$ cat src/rtl/apb_down_timer.sv
module apb_down_timer #(
  parameter int ADDR_W = 4,
  parameter int DATA_W = 32,
  parameter int CNT_W  = 16,
  parameter int PS_W   = 10
) (
  input  logic              pclk,
  input  logic              presetn,
  input  logic              psel,
  input  logic              penable,
  input  logic              pwrite,
  input  logic [ADDR_W-1:0] paddr,
  input  logic [DATA_W-1:0] pwdata,
  output logic [DATA_W-1:0] prdata,
  output logic              irq
);

  localparam logic [1:0] OFS_LOAD = 2'd0;
  localparam logic [1:0] OFS_CNT  = 2'd1;
  localparam logic [1:0] OFS_CTRL = 2'd2;
  localparam logic [1:0] OFS_CLR  = 2'd3;

  logic [CNT_W-1:0] reload_q, count_q;
  logic [PS_W-1:0]  pcnt_q, lim;
  logic [2:0]       div_code_q;
  logic             periodic_q, run_q, irq_q;

  wire [1:0] ofs     = paddr[3:2];
  wire       wr      = psel & penable & pwrite;
  wire       wr_load = wr && ofs == OFS_LOAD;
  wire       wr_ctrl = wr && ofs == OFS_CTRL;
  wire       wr_clr  = wr && ofs == OFS_CLR;

  always_comb begin
    case (div_code_q)
      3'd0:    lim = PS_W'(0);
      3'd1:    lim = PS_W'(15);
      3'd2:    lim = PS_W'(255);
      3'd3:    lim = PS_W'(1);
      3'd4:    lim = PS_W'(7);
      3'd5:    lim = PS_W'(31);
      3'd6:    lim = PS_W'(127);
      default: lim = PS_W'(1023);
    endcase
  end

  wire tick    = run_q && (pcnt_q >= lim);
  wire at_zero = count_q == '0;
  wire irq_set = tick && !wr_load && count_q == CNT_W'(1);

  always_ff @(posedge pclk or negedge presetn) begin
    if (!presetn) pcnt_q <= '0;
    else if (wr_load || !run_q || tick) pcnt_q <= '0;
    else pcnt_q <= pcnt_q + 1'b1;
  end

  always_ff @(posedge pclk or negedge presetn) begin
    if (!presetn) begin
      reload_q <= '0;
      count_q  <= '0;
    end else if (wr_load) begin
      reload_q <= pwdata[CNT_W-1:0];
      count_q  <= pwdata[CNT_W-1:0];
    end else if (tick) begin
      if (at_zero) count_q <= periodic_q ? reload_q : '1;
      else         count_q <= count_q - 1'b1;
    end
  end

  always_ff @(posedge pclk or negedge presetn) begin
    if (!presetn) begin
      div_code_q <= '0;
      periodic_q <= 1'b0;
      run_q      <= 1'b0;
    end else if (wr_ctrl) begin
      div_code_q <= pwdata[4:2];
      periodic_q <= pwdata[6];
      run_q      <= pwdata[7];
    end
  end

  always_ff @(posedge pclk or negedge presetn) begin
    if (!presetn)     irq_q <= 1'b0;
    else if (irq_set) irq_q <= 1'b1;
    else if (wr_clr)  irq_q <= 1'b0;
  end

  assign irq = irq_q;

  always_comb begin
    prdata = '0;
    case (ofs)
      OFS_LOAD: prdata[CNT_W-1:0] = reload_q;
      OFS_CNT:  prdata[CNT_W-1:0] = count_q;
      OFS_CTRL: prdata[8:0] = {irq_q, run_q, periodic_q, 1'b0, div_code_q, 2'b00};
      default:  prdata = '0;
    endcase
  end

  AST_LOAD_COUNT: assert property (@(posedge pclk) disable iff (!presetn)
    wr_load |=> count_q == $past(pwdata[CNT_W-1:0]) && reload_q == $past(pwdata[CNT_W-1:0]));
  AST_CTRL_PADS: assert property (@(posedge pclk) disable iff (!presetn)
    ofs == OFS_CTRL |-> prdata[1:0] == 2'b00 && !prdata[5] && prdata[8] == irq);
  AST_HOLD_IDLE: assert property (@(posedge pclk) disable iff (!presetn)
    !run_q && !wr_load |=> $stable(count_q));
  AST_IRQ_RISE: assert property (@(posedge pclk) disable iff (!presetn)
    run_q && !wr_load && count_q == CNT_W'(1) && pcnt_q >= lim |=> irq_q && count_q == '0);
  AST_IRQ_STICKY: assert property (@(posedge pclk) disable iff (!presetn)
    irq_q && !wr_clr |=> irq_q);
  AST_IRQ_CLEAR: assert property (@(posedge pclk) disable iff (!presetn)
    wr_clr && !(tick && !wr_load && count_q == CNT_W'(1)) |=> !irq_q);
  AST_PERIODIC_RELOAD: assert property (@(posedge pclk) disable iff (!presetn)
    tick && at_zero && periodic_q && !wr_load |=> count_q == $past(reload_q));
  AST_FREE_WRAP: assert property (@(posedge pclk) disable iff (!presetn)
    tick && at_zero && !periodic_q && !wr_load |=> count_q == '1);

endmodule

$ cat config.mk
export PLATFORM = sky130hd
export DESIGN_NAME = apb_down_timer
export DESIGN_NICKNAME = d
export VERILOG_FILES = /design/src/rtl/apb_down_timer.sv
export SDC_FILE = /design/constraint.sdc
export NUM_CORES = 1
export LEC_CHECK = 0
export BUFFER_PORTS_ARGS = -buffer_cell sky130_fd_sc_hd__buf_4
export CORE_MARGIN = 3
export CORE_UTILIZATION = 40
export CTS_BUF_LIST = sky130_fd_sc_hd__clkbuf_4 sky130_fd_sc_hd__clkbuf_8
export DETAILED_ROUTE_END_ITERATION = 6
export PLACE_DENSITY = 0.61
export SYNTH_ARGS = -nofsm -noshare
export SYNTH_HDL_FRONTEND = slang
export SYNTH_SLANG_ARGS = --single-unit
export TNS_END_PERCENT = 5
$ cat constraint.sdc
create_clock -name pclk -period 3 [get_ports pclk]
set_input_delay 0.15 -clock pclk [delete_from_list [all_inputs] [get_ports pclk]]
set_output_delay 0.15 -clock pclk [all_outputs]
set_load 0.01 [all_outputs]
==> out/qor.txt <==
CP Cell Sequence = or3_1, ha_1, nand2b_1, a21o_1, a21oi_1, nand4_1, nor2_1
Mapped Cells = 377
Compound-Gate Fraction of Synth Area = 0.144
clock tree buffer depth = 2
min-delay src = pwdata[15]
Critical Path Slowest Stage Cell = dfrtp_1
minimum clock period = 2.60 ns
ys flop type = dfrtp_1
fin cells = 510
Synth area leader = dfrtp_1
Req. time, crit path = 3.23 ns
die area = 9200 sq um
status = completed
Worst path max stage delay = 0.50 ns
Syn Area/Cell = 8.58 sq um
Netlist cell types = 54
Detail Placement HPWL = 5370 microns
Die Height = 95.9 microns
TNS Setup = 0 ns
met1 WL = 3680 microns
Vias = 2736
clock-pin slew on the worst setup and hold paths = 0.09 ns
fraction of registers with async set/reset = 1.00
Crit path arrival time = 2.83 ns
drt total wl = 7680 microns
Yosys warning total = 0
largest family of logic cells by synthesized area = simple AND/OR/NAND/NOR gates
Critical Path Start = div_code_q[0]
First DRT Iteration DRCs = 159
post-synthesis register bit count = 48
Die Wd = 95.9 microns
Max Cap Viol = 0
clock skew = 0.00750 ns
Crit path max-delay family = simple AND/OR/NAND/NOR gates
simple-gate share of the synthesized area = 0.222
Bufs and invs on worst path = 0
I/O Pins = 74
worst IR drop on VDD = 0.316 mV
# H-tree levels = 2
Fillers = 774
crit path max fanout = 10
max-slew violations = 0
Synth Area in XOR/XNOR = 0.0542
first-pass detailed-route iteration total = 4
Placed Area = 3530 sq um
global-route wire length before repair = 13000 microns
diodes inserted = 0
WS Path Type = flop to flop
number of flops mapped to enable cells by yosys = 0
routability cong. = 0.821
FP Rows = 32
vias in the first global route = 2661
Pwr Density = 644 nW/um^2
Setup crit end kind = flop
Congestion Overflow GR = 0
DR WL/cell = 15.1 microns
layout net count = 463
mux cell area share after synthesis = 0.0666
Inst Count DP = 501
met3 WL = 352 microns
top post-synthesis cells by area = dfrtp_1, nand2_1, ha_1
Hold Path Class = input pin to flop
Startpoint Class = flop
proportion of layout cells with a drive suffix above 1 = 0.164
post-route ant nets = 0
core footprint = 7770 sq um
fin area = 3640 sq um
CTS tree = yes
Vias per Instance = 5.36
sequential-to-total area share from yosys stat = 0.372
final period utilization = 0.867
Post-Synth Adder-Cell Area = 0.0542
number of port buffers = 39
Max Fclk = 0.384 GHz
unrepaired setup endpoints after global routing = false
Leak = 0.00168 uW
clk_lat worst skew = 0.30 ns
area growth from synthesis to layout = 12.7%
Top Layer Used = met4
Starting Density = 0.416
cts bufs inserted = 5
Yosys top cell area share = 0.372
launch point of the worst reg-to-reg path = div_code_q[0]
metal2 WL = 3520 microns
Final Hold Vio Count = 0
DR DRC count = 0
most frequent cell after synthesis = nand2_1
slew margin rel. = 0.576
initial antenna violation count = 0
Final setup viols = 0
pin count of the biggest net entering global routing = 49
clk sink count = 48
Syn Std Cell Area = 3230 sq um
Synth top cells by count = nand2_1, dfrtp_1, nor2_1
Slew @ Worst Pin = 0.636 ns
total track usage = 0.181
CTS root buffer = clkbuf_8
==> layout by cell type (no fill, tap or decap), types with 3 or more instances in the layout <==
cell type | synthesis | final
nand2_1 | 65 | 65
ha_1 | 14 | 14
or3_1 | 3 | 3
buf_4 | 16 | 45
a31oi_1 | 14 | 14
or4_1 | 3 | 3
nand4_1 | 4 | 4
o311ai_1 | 9 | 9
xnor2_1 | 7 | 7
xor2_1 | 13 | 13
dfrtp_1 | 48 | 48
a21oi_1 | 6 | 6
nor3_1 | 5 | 5
conb_1 | 1 | 16
nand3_1 | 11 | 11
nor2_1 | 43 | 43
inv_1 | 14 | 14
clkbuf_8 | 0 | 5
mux2_2 | 4 | 4
o21ai_0 | 21 | 21
mux2i_1 | 17 | 17
==> through the flow <==
step,power (uW),utilization,setup slack (ns),hold slack [ns]
after floorplan,1730,-,0.600,-0.146
after global placement,1940,0.455,0.327,0.215
after detailed placement,1970,0.455,0.303,0.222
after CTS,2370,0.466,0.276,0.0490
after global routing,2550,0.469,0.163,0.0636
final,2350,0.469,0.398,0.0526
==> final cells by class <==
| cell class | instances | area (sq um) | share of cell area |
|---|---|---|---|
| Sequential cell | 48 | 1200 | 0.330 |
| Timing Repair Buffer | 47 | 368 | 0.101 |
| Tap cell | 102 | 128 | 0.0350 |
| Clock inverter | 1 | 5.00 | 0.00137 |
| Multi-Input combinational cell | 292 | 1810 | 0.498 |
| Inverter | 14 | 52.6 | 0.0144 |
| Clock buffer | 6 | 76.3 | 0.0209 |
==> sequential cells by signal, indices dropped and copies added, names as in the netlist <==
register / count
periodic_q: 1
div_code_q: 3
run_q: 1
irq: 1
pcnt_q: 10
count_q: 16
reload_q: 16
==> worst register-to-register path, cell delays in order, from the launching register on <==
cell      delay, ns
dfrtp_1        0.50
or3_1          0.42
ha_1           0.27
nand2b_1       0.14
a21o_1         0.18
a21oi_1        0.31
nand4_1        0.47
nor2_1         0.24
==> per-layer routing <==
metal  vias to the layer above  GRT usage
met4                         0     0.0569
met5                         -          0
met1                      1314      0.246
met3                         9     0.0336
li1                       1351          -
met2                        62      0.290
==> what timing repair did <==
action                     in CTS  in global routing
buffers inserted                0                  1
hold buffers                    1                  0
hold endpoints to repair       48                  0
setup endpoints to repair       0                  6
gates resized for setup         0                  0
==> kinds of logic (layout without fill, tap and decap cells) <==
group           Yosys count  after routing
other cells               1             16
buf+inv                  52             68
xor+xnor                 20             20
flops                    48             48
compound gates           69             69
mux                      21             21
fa+ha+maj                14             14
simple gates            152            152
==> worst paths after layout <==
check | endpoint | cells after the start | slack (ns)
hold reg to reg | reload_q[8] | 2 | 0.51
min in group asynchronous | reload_q[14] | 2 | 0.40
max in group asynchronous | reload_q[6] | 2 | 2.16
hold / removal | reload_q[15] | 3 | 0.05
setup reg to reg | pcnt_q[7] | 7 | 0.40
setup / recovery | pcnt_q[7] | 7 | 0.40
==> report_power, final <==
part	total, uW	switching, uW	internal [uW]
clock network	386	218	168
logic	873	440	433
registers	1090	267	822
(Power assumes the default switching activity.)
